`src/rtl/rfsh_arbiter.sv`:
```
module rfsh_arbiter #(
  parameter int CLK_PER_US  = 4,
  parameter int INIT_CYCLES = 200,
  parameter int RAS_LOW     = 3,
  parameter int RAS_PRE     = 2,
  parameter int ROW_W       = 4,
  parameter int NUM_RAS     = 4
) (
  input  logic               clk,
  input  logic               rst_n,
  input  logic               prog_stb,
  input  logic               prog_long,
  input  logic               rfsh_inhibit,
  input  logic               ext_rfsh_req,
  input  logic               rfsh_extend,
  input  logic               row_clr,
  input  logic               timer_clr,
  input  logic               acc_req,
  input  logic [ROW_W-1:0]   cpu_row,
  output logic               rfsh_pend,
  output logic               rfsh_busy,
  output logic               acc_grant,
  output logic               init_active,
  output logic [NUM_RAS-1:0] ras_n,
  output logic [ROW_W-1:0]   rfsh_row,
  output logic [ROW_W-1:0]   dram_addr
);
  localparam int PER_S = 13 * CLK_PER_US;
  localparam int PER_L = 15 * CLK_PER_US;
  localparam int TW    = $clog2(PER_L + 1);
  localparam int IW    = $clog2(INIT_CYCLES + 1);
  localparam int PMAX  = (RAS_LOW > RAS_PRE) ? RAS_LOW : RAS_PRE;
  localparam int CW    = $clog2(PMAX + 1);
  localparam logic [TW-1:0] END_S   = TW'(PER_S - 1);
  localparam logic [TW-1:0] END_L   = TW'(PER_L - 1);
  localparam logic [IW-1:0] INIT_END = IW'(INIT_CYCLES - 1);
  localparam logic [CW-1:0] LOW_END = CW'(RAS_LOW - 1);
  localparam logic [CW-1:0] PRE_END = CW'(RAS_PRE - 1);

  typedef enum logic [1:0] {S_IDLE, S_RFSH, S_PRE, S_ACC} st_t;

  st_t           st;
  logic          armed, mode_long;
  logic [TW-1:0] tmr;
  logic [IW-1:0] icnt;
  logic [CW-1:0] pcnt;
  logic          expire, start, rf_done;

  assign expire  = armed && !timer_clr && (tmr >= (mode_long ? END_L : END_S));
  assign start   = (st == S_IDLE) && armed &&
                   ((rfsh_pend && !rfsh_inhibit) || ext_rfsh_req || init_active);
  assign rf_done = (st == S_RFSH) && (pcnt >= LOW_END) && !rfsh_extend;

  assign rfsh_busy = (st == S_RFSH);
  assign acc_grant = (st == S_ACC);
  assign ras_n     = rfsh_busy ? '0 : '1;
  assign dram_addr = rfsh_busy ? rfsh_row : cpu_row;

  always_ff @(posedge clk or negedge rst_n) begin
    if (!rst_n) begin
      armed       <= 1'b0;
      mode_long   <= 1'b0;
      init_active <= 1'b0;
      icnt        <= '0;
    end else begin
      if (prog_stb) begin
        mode_long <= prog_long;
        if (!armed) begin
          armed       <= 1'b1;
          init_active <= 1'b1;
          icnt        <= '0;
        end
      end
      if (init_active) begin
        if (icnt >= INIT_END) init_active <= 1'b0;
        else                  icnt        <= icnt + 1'b1;
      end
    end
  end

  always_ff @(posedge clk or negedge rst_n) begin
    if (!rst_n) begin
      tmr       <= '0;
      rfsh_pend <= 1'b0;
    end else begin
      if (!armed || timer_clr || expire) tmr <= '0;
      else                               tmr <= tmr + 1'b1;
      if (expire)     rfsh_pend <= 1'b1;
      else if (start) rfsh_pend <= 1'b0;
    end
  end

  always_ff @(posedge clk or negedge rst_n) begin
    if (!rst_n) begin
      st   <= S_IDLE;
      pcnt <= '0;
    end else begin
      case (st)
        S_IDLE: begin
          pcnt <= '0;
          if (start)                              st <= S_RFSH;
          else if (acc_req && armed && !init_active) st <= S_ACC;
        end
        S_RFSH: begin
          if (rf_done) begin
            st   <= S_PRE;
            pcnt <= '0;
          end else if (pcnt < LOW_END) begin
            pcnt <= pcnt + 1'b1;
          end
        end
        S_PRE: begin
          if (pcnt >= PRE_END) st <= S_IDLE;
          else                 pcnt <= pcnt + 1'b1;
        end
        S_ACC: if (!acc_req) st <= S_IDLE;
        default: st <= S_IDLE;
      endcase
    end
  end

  always_ff @(posedge clk or negedge rst_n) begin
    if (!rst_n)       rfsh_row <= '0;
    else if (row_clr) rfsh_row <= '0;
    else if (rf_done) rfsh_row <= rfsh_row + 1'b1;
  end
endmodule

```
`config.mk`:
```
export PLATFORM = sky130hd
export DESIGN_NAME = rfsh_arbiter
export DESIGN_NICKNAME = d
export VERILOG_FILES = /design/src/rtl/rfsh_arbiter.sv
export SDC_FILE = /design/constraint.sdc
export NUM_CORES = 1
export LEC_CHECK = 0
export BUFFER_PORTS_ARGS = -buffer_cell sky130_fd_sc_hd__buf_2
export CAP_MARGIN = 0
export CORE_AREA = 2 2 64 66
export DETAILED_ROUTE_END_ITERATION = 12
export DIE_AREA = 0 0 66 68
export PLACE_DENSITY_LB_ADDON = 0.05
export SETUP_SLACK_MARGIN = 0.05
export SLEW_MARGIN = 15
export SYNTH_ARGS = -nofsm -noshare
export SYNTH_HDL_FRONTEND = slang
export SYNTH_SLANG_ARGS = --single-unit
```
`constraint.sdc`:
```
create_clock -name clk -period 2.3 [get_ports clk]
set_input_delay 0.115 -clock clk [delete_from_list [all_inputs] [get_ports clk]]
set_output_delay 0.115 -clock clk [all_outputs]
set_load 0.03 [all_outputs]
```
# After elaboration in Yosys (flattened, before gate mapping)
# Index checks and enable logic that the tools add are counted.
[totals]
input_bits = 14
reg_bits = 26
elab_cells = 77
[op_classes]
n_eq_ne = 9
n_mux = 26
addsub = 4
n_reduce_logical = 24
magnitude_cmp = 5
[op_table]
columns = ["operator", "count"]
rows = [
  ["$mux 8", 4],
  ["$mux 4", 5],
  ["$mux 2", 8],
  ["$logic_and 1x1->1", 9],
  ["$add 8x1->8 const B", 1],
  ["$ge 8x8->1 const B", 1],
  ["$pmux 2 s4", 1],
  ["$add 6x1->6 const B", 1],
  ["$ge 6x6->1", 1],
  ["$mux 1", 6],
  ["$mux 6", 1],
  ["$ne 2x2->1 const B", 3],
  ["$pmux 2 s3", 1],
  ["$logic_not 1->1", 5],
  ["$add 4x1->4 const B", 1],
  ["$eq 2x2->1 const B", 2],
  ["$logic_or 1x1->1", 4],
  ["$reduce_and 4->1", 1],
  ["$reduce_bool 2->1", 2],
  ["$ne 3x1->1 const B", 1],
  ["$ne 3x2->1 const B", 1],
  ["$reduce_and 3->1", 1],
  ["$reduce_bool 3->1", 1],
  ["$add 2x1->2 const B", 1],
  ["other kinds (6)", 6],
]

# Logic depth before layout (Yosys ltp)
# Gate-level depths: netlist of the first run.
[logic_depth]
word_depth = 7
mapped_depth = 6
mapped_depth_nobuf = 6

# Worst setup path before layout of the first run
# No wires, ideal clock.
[synth_path]
path_type = "register -> register"
from = "register icnt[0]"
to = "register icnt[4]"
setup_ns = 0.118
path_stages_with_launch = 6
required_ns = 2.182
arrival_time_ns = 1.686
path_slack_ns = 0.496
path_cell_list = "dfrtp_1 > ha_1 > a2111oi_2 > o21ai_2 > mux2_4 > a21o_1"
[synth_between]
elab_chain_cells = 3
[synth_rtl]
columns = ["item", "line", "text"]
rows = [
  ["start: declaration", "45", "logic [IW-1:0] icnt;"],
  ["start signal: assignment", "76", "else icnt <= icnt + 1'b1;"],
  ["$add 8x1->8 or $ge 8x8->1 (tied branches)", "76, 75", ""],
  ["$mux 8 (*)", "75", "if (icnt >= INIT_END) init_active <= 1'b0;"],
  ["$mux 8 (*)", "74", "if (init_active) begin"],
]
# Mark *: on every way between the ends. The rest lies on a longest branch, timed or not.
# A chain may end at the register's enable or synchronous reset.

# Final worst setup path of the first run
# Ends and elaborated chain as after synthesis.

==> out/results.ini, run 1 <==
[critical_path]
endpoint_kind=flip-flop
crit_fanout=16
cp_top_family=compound AO/OA/AOI/OAI gates
r2r_end=icnt[4]
start_kind=flip-flop
r2r_start=icnt[0]
crit_chain=ha_1 -> a2111oi_2 -> o21ai_2 -> mux2_4 -> a21o_1
worst-r2r-cell-count=5
r2r_slack_ns=0.27
crit_path_max_incr_delay_ns=0.46
cp_num_buf_inv=0
critPathSlowestCell=a2111oi_2
path_class=reg -> reg
cp.required_ns=2.47
cp.depth=5
worstPathArrival_ns=2.20

[placement]
gp_congestion=0.820
dp.final_hpwl_um=2130
place.port_buffers=29
placed_cell_area_um2=1670

[global_route]
antenna_found_initial=0
grt_usage=0.143
met1_usage=0.183
grt_start_max_net_pins=27
met3_usage=0.0214
first_global_vias=1099
grt_pass1_wl_um=4980
use_met2=0.250
grt_busiest_layer=met2
grt.overflow.total=0

[yosys]
ys_types=37
ys_seq_area_frac=0.437
syn_nets=177
synth_top_area_cell=dfrtp_1
synthArstFlopShare=1.00
synth_edf_count=0
synth_top_area_frac=0.437
ys_ff_latch=26
yosysWarnings=0
syn_avg_cell_area_um2=9.85
netlist_instances=151
ys_top_cells_by_area=dfrtp_1 44%, ha_1 10%, nand3_1 5.0%, mux2_2 4.5%, nand2_1 3.0%
syn-cell-area_um2=1490
ys.flop_type=dfrtp_1

[clocking]
cts_tree=yes
cts_buffer_depth=2
cts.sinks=26
cts_resized=0
clk_latency_ns=0.27
cts_setup_buffers=0
ctsHoldBuffers=1
cts_root_buffer=clkbuf_8
cts_made_buffers=3
path_clk_slew_ns=0.09
htreeDepth=1

[sta]
rsz0062_at_grt=false
min_period_ns=2.03
period_share=0.885
setup_tns_ns=0
worst_pin_slew_ns=0.585
slew_viol_final=0
slew_headroom=0.610
hold_viol=0
finalSetupViolations=0
fmax_ghz=0.491
fin_skew_ns=0.00809

[die]
dieHeight_um=68
pin_count=30
fp.dieW_um=66
core_area_um2=3860
num_rows=23
initial_core_util=0.386
dieArea_um2=4490

[drt]
first_pass_iters=4
avgViaCountPerCell=5.11
wire_per_inst_um=12.5
vias=1170
drt-total-wl_um=2870
drt-initial-drc-count=30
ant_nets=0
drc=0

[final_layout]
drive_gt1_frac=0.246
multi_input_comb_area_um2=766
diodes=0
fill_cells=382
seq_area_um2=651
finish.instance_area_um2=1720
areaGrowthSynthToFinish_pct=15.4
nets=207

[pwr]
p_switching_uw=579
intPower_uw=870
combPwrFrac=0.451
p_per_area_nw_per_um2=844
clock_power_share=0.175
ir_worst_vdd_uv=306
p_seq_frac=0.374
switching_share=0.399
p_leak_uw=0.000806

[hold_path]
min_to=rfsh_row[3]
hold_start=row_clr
hold_depth=2
hold_path_class=in -> reg

[status]
status=finished clean

[flow_run]
maxCapViolations=0

==> cell families after synthesis <==
family / synth area share
flip-flops: 0.437
adder cells (fa/ha/maj): 0.101
buffers and inverters: 0.0479
AND/OR/NAND/NOR: 0.169
AO/OA/AOI/OAI: 0.142
multiplexers: 0.0555
XOR/XNOR: 0.0471
==> synthesized netlist by cell type (all sizes together) (2+ instances only) <==
master	n
nand3	15
xnor2	4
nor2b	2
or2	2
xor2	4
ha	12
o211ai	3
a21oi	6
dfrtp	26
a21o	2
inv	11
buf	4
or3	3
mux2	7
nor2	12
o21ai	8
nor3	2
nand2	12
==> routing by layer <==
layer  routed length, µm  up-vias  part of all wire
li1                    -      584                 -
met1                1340      549              0.47
met2                1370       35              0.48
met3                 136        2             0.047
met4                  19        0            0.0066
met5                   0        -                 0
==> area by class of cell <==
cell class	instances	share of cell area
multi-input cells	109	0.446
flip-flops and latches	26	0.379
repair buffers	30	0.0904
well taps	50	0.0364
clock buffers	3	0.0241
inverters	11	0.0241
==> power by group through the flow <==
stage / logic [µW] / clock network, µW / registers [µW]
detailed placement: 656 / 0 / 551
global route: 713 / 279 / 548
finish: 654 / 254 / 542
CTS: 660 / 265 / 542
global placement: 645 / 0 / 547
floorplan: 536 / 0 / 545
==> layout by cell type (no fill, tap or decap), types with 2 or more instances in the layout <==
| cell | synthesis | routed |
|---|---|---|
| xnor2_1 | 4 | 4 |
| dfrtp_1 | 26 | 26 |
| inv_1 | 11 | 11 |
| a21oi_1 | 6 | 6 |
| or2_2 | 2 | 2 |
| ha_1 | 12 | 12 |
| nor2b_1 | 2 | 2 |
| buf_2 | 0 | 29 |
| nor2_1 | 12 | 12 |
| nand3_1 | 15 | 15 |
| nor3_1 | 2 | 2 |
| xor2_1 | 4 | 4 |
| o211ai_1 | 3 | 3 |
| o21ai_0 | 7 | 7 |
| a21o_1 | 2 | 2 |
| or3_1 | 3 | 3 |
| clkbuf_8 | 0 | 3 |
| mux2_2 | 6 | 6 |
| nand2_1 | 12 | 12 |
==> how the worst max path moves through the flow <==
| stage | startpoint | end | slack [ns] |
|---|---|---|---|
| after detailed placement | icnt[0] | icnt[4] | 0.27 |
| after CTS | icnt[0] | icnt[4] | 0.26 |
| after floorplan | icnt[0] | icnt[4] | 0.50 |
| after global routing | icnt[0] | icnt[4] | 0.06 |
| after global placement | icnt[0] | icnt[4] | 0.35 |
| final | icnt[0] | icnt[4] | 0.27 |
==> state kept, by name, summed over array words and instances, names as in the netlist <==
name,count
icnt,8
st,2
tmr,6
mode_long,1
rfsh_pend,1
init_active,1
pcnt,2
armed,1
rfsh_row,4
==> stage by stage <==
stage,util,cells,setup slack (ns),total power (µW),hold slack (ns)
5_1_grt,0.445,229,0.0556,1540,0.0275
3_5_place_dp,0.432,225,0.274,1210,0.160
2_1_floorplan,-,151,0.496,1080,-0.181
3_3_place_gp,0.432,225,0.348,1190,0.146
4_1_cts,0.445,229,0.255,1470,0.0336
6_report,0.445,229,0.265,1450,0.0343
No activity file was read; power rests on OpenSTA's default activity.
==> inputs of run 2 (changes only) <==
==> constraint.sdc (replaced) <==
create_clock -name clk -period 2.1 [get_ports clk]
set_input_delay 0.105 -clock clk [delete_from_list [all_inputs] [get_ports clk]]
set_output_delay 0.105 -clock clk [all_outputs]
set_load 0.03 [all_outputs]
==> out/results.ini, run 2 (same netlist as run 1, synthesis figures left out) <==
[status]
status=finished clean  ; unchanged

[global_route]
grt_usage=0.143  ; about the same
grt_pass1_wl_um=5050  ; was 4980 µm
first_global_vias=1117  ; was 1099
grt_start_max_net_pins=27  ; unchanged
grt.overflow.total=0  ; unchanged
antenna_found_initial=0  ; unchanged

[final_layout]
regMostFlops=icnt  ; unchanged
fill_cells=390  ; was 382
diodes=0  ; unchanged
drive_gt1_frac=0.256  ; was 0.246
largest_reg_flops=8  ; unchanged
final_common_cell=buf_2  ; unchanged
mostFrequentLayoutCells=29 x buf_2, 26 x dfrtp_1, 15 x nand3_1, 12 x nor2_1, 12 x nand2_1  ; was 29 x buf_2, 26 x dfrtp_1, 15 x nand3_1
nets=208  ; was 207
top_regs=icnt x8, tmr x6, rfsh_row x4  ; unchanged
areaGrowthSynthToFinish_pct=16.9  ; was 15.4%

[die]
fp.dieW_um=66  ; unchanged
initial_core_util=0.386  ; unchanged
num_rows=23  ; unchanged
core_area_um2=3860  ; unchanged
dieHeight_um=68  ; unchanged
dieArea_um2=4490  ; unchanged
pin_count=30  ; unchanged

[pwr]
ir_worst_vdd_uv=285  ; was 306 µV
p_leak_uw=0.000811  ; was 0.000806 µW
switching_share=0.400  ; was 0.399
p_per_area_nw_per_um2=914  ; was 844 nW/µm²
combPwrFrac=0.451  ; about the same
p_switching_uw=635  ; was 579 µW
p_seq_frac=0.374  ; about the same
intPower_uw=955  ; was 870 µW
clock_power_share=0.175  ; about the same

[sta]
finalSetupViolations=0  ; unchanged
fmax_ghz=0.529  ; was 0.491 GHz
hold_ws_ns=0.0361  ; was 0.0343 ns
slew_viol_final=0  ; unchanged
slew_headroom=0.599  ; was 0.610
worst_pin_slew_ns=0.601  ; was 0.585 ns
setup_tns_ns=0  ; unchanged
period_share=0.899  ; was 0.885
fin_skew_ns=0.00700  ; was 0.00809 ns
min_period_ns=1.89  ; was 2.03 ns
rsz0062_at_grt=false  ; unchanged
hold_viol=0  ; unchanged

[drt]
drt-total-wl_um=2920  ; was 2870 µm
wire_per_inst_um=12.7  ; was 12.5 µm
drt-initial-drc-count=49  ; was 30
first_pass_iters=4  ; unchanged
vias=1157  ; was 1170
ant_nets=0  ; unchanged
drc=0  ; unchanged
avgViaCountPerCell=5.03  ; was 5.11

[critical_path]
cp.required_ns=2.26  ; was 2.47 ns
endpoint_kind=flip-flop  ; unchanged
critPathSlowestCell=dfrtp_1  ; was a2111oi_2
worstPathArrival_ns=2.05  ; was 2.20 ns
crit_fanout=9  ; was 16
worst-r2r-cell-count=5  ; unchanged
crit_chain=ha_1 -> a2111oi_4 -> o21ai_2 -> mux2_4 -> a21o_1  ; was ha_1 -> a2111oi_2 -> o21ai_2 -> mux2_4 -> a21o_1
path_class=reg -> reg  ; unchanged
crit_path_max_incr_delay_ns=0.41  ; was 0.46 ns
start_kind=flip-flop  ; unchanged

[placement]
dp.final_hpwl_um=2170  ; was 2130 µm
place.port_buffers=29  ; unchanged
gp_congestion=0.787  ; was 0.820

[clocking]
cts_buffer_depth=2  ; unchanged
path_clk_slew_ns=0.09  ; about the same
htreeDepth=1  ; unchanged
cts_setup_buffers=0  ; unchanged
cts_made_buffers=3  ; unchanged
cts.sinks=26  ; unchanged
cts_tree=yes  ; unchanged
cts_root_buffer=clkbuf_8  ; unchanged
clk_latency_ns=0.27  ; about the same

[hold_path]
hold_depth=3  ; was 2
hold_path_class=in -> reg  ; unchanged

[flow_run]
maxCapViolations=0  ; unchanged

## run 2: layout make-up
class | instances | area, µm² | area share
timing repair buffer | 31 | 163 | 0.0935
clock buffer | 3 | 41.3 | 0.0237
inverter | 11 | 41.3 | 0.0237
tap | 50 | 62.6 | 0.0360
multi-input combinational | 109 | 781 | 0.449
sequential | 26 | 651 | 0.374
## run 2: critical path, delay by kind of cell (launching register included)
family          cells  cell delay, ns
flops               1            0.41
mux                 1            0.32
fa+ha+maj           1            0.28
compound gates      3            0.76
## run 2: power groups by stage
stage | combinational [µW] | sequential [µW] | clock [µW]
after floorplan | 587 | 597 | 0
after global placement | 706 | 601 | 0
after detailed placement | 717 | 604 | 0
after CTS | 721 | 594 | 290
after global routing | 802 | 602 | 322
final | 717 | 595 | 278
## run 2: stage by stage
| step | setup slack (ns) | std cells | util | area, µm² | power (µW) |
|---|---|---|---|---|---|
| final | 0.211 | 230 | 0.451 | 1740 | 1590 |
| after global routing | 0.114 | 230 | 0.451 | 1740 | 1730 |
| after CTS | 0.100 | 230 | 0.447 | 1720 | 1610 |
| after detailed placement | 0.172 | 226 | 0.434 | 1670 | 1320 |
| after global placement | 0.218 | 226 | 0.434 | 1670 | 1310 |
| after floorplan | 0.296 | 151 | - | 1490 | 1180 |
## run 2: repair_timing
| item | in CTS | in global routing |
|---|---|---|
| gates resized for setup | 0 | 2 |
| hold buffers | 1 | 0 |
| hold endpoints to repair | 26 | 0 |
| endpoints found under the setup margin | 0 | 7 |
## run 2: final timing paths
path	from	to	slack, ns
min in group asynchronous	rst_n	icnt[0]	0.38
max	icnt[0]	icnt[4]	0.21
max in group asynchronous	rst_n	armed	1.33
min reg2reg	pcnt[0]	pcnt[0]	0.47
max reg2reg	icnt[0]	icnt[4]	0.21
min	prog_long	mode_long	0.04
## run 2: metal layers
metal	vias up	routed length, µm	track usage
li1	585	-	-
met1	544	1440	0.194
met2	26	1340	0.239
met3	2	125	0.0230
met4	0	19	0.0383
met5	-	0	0
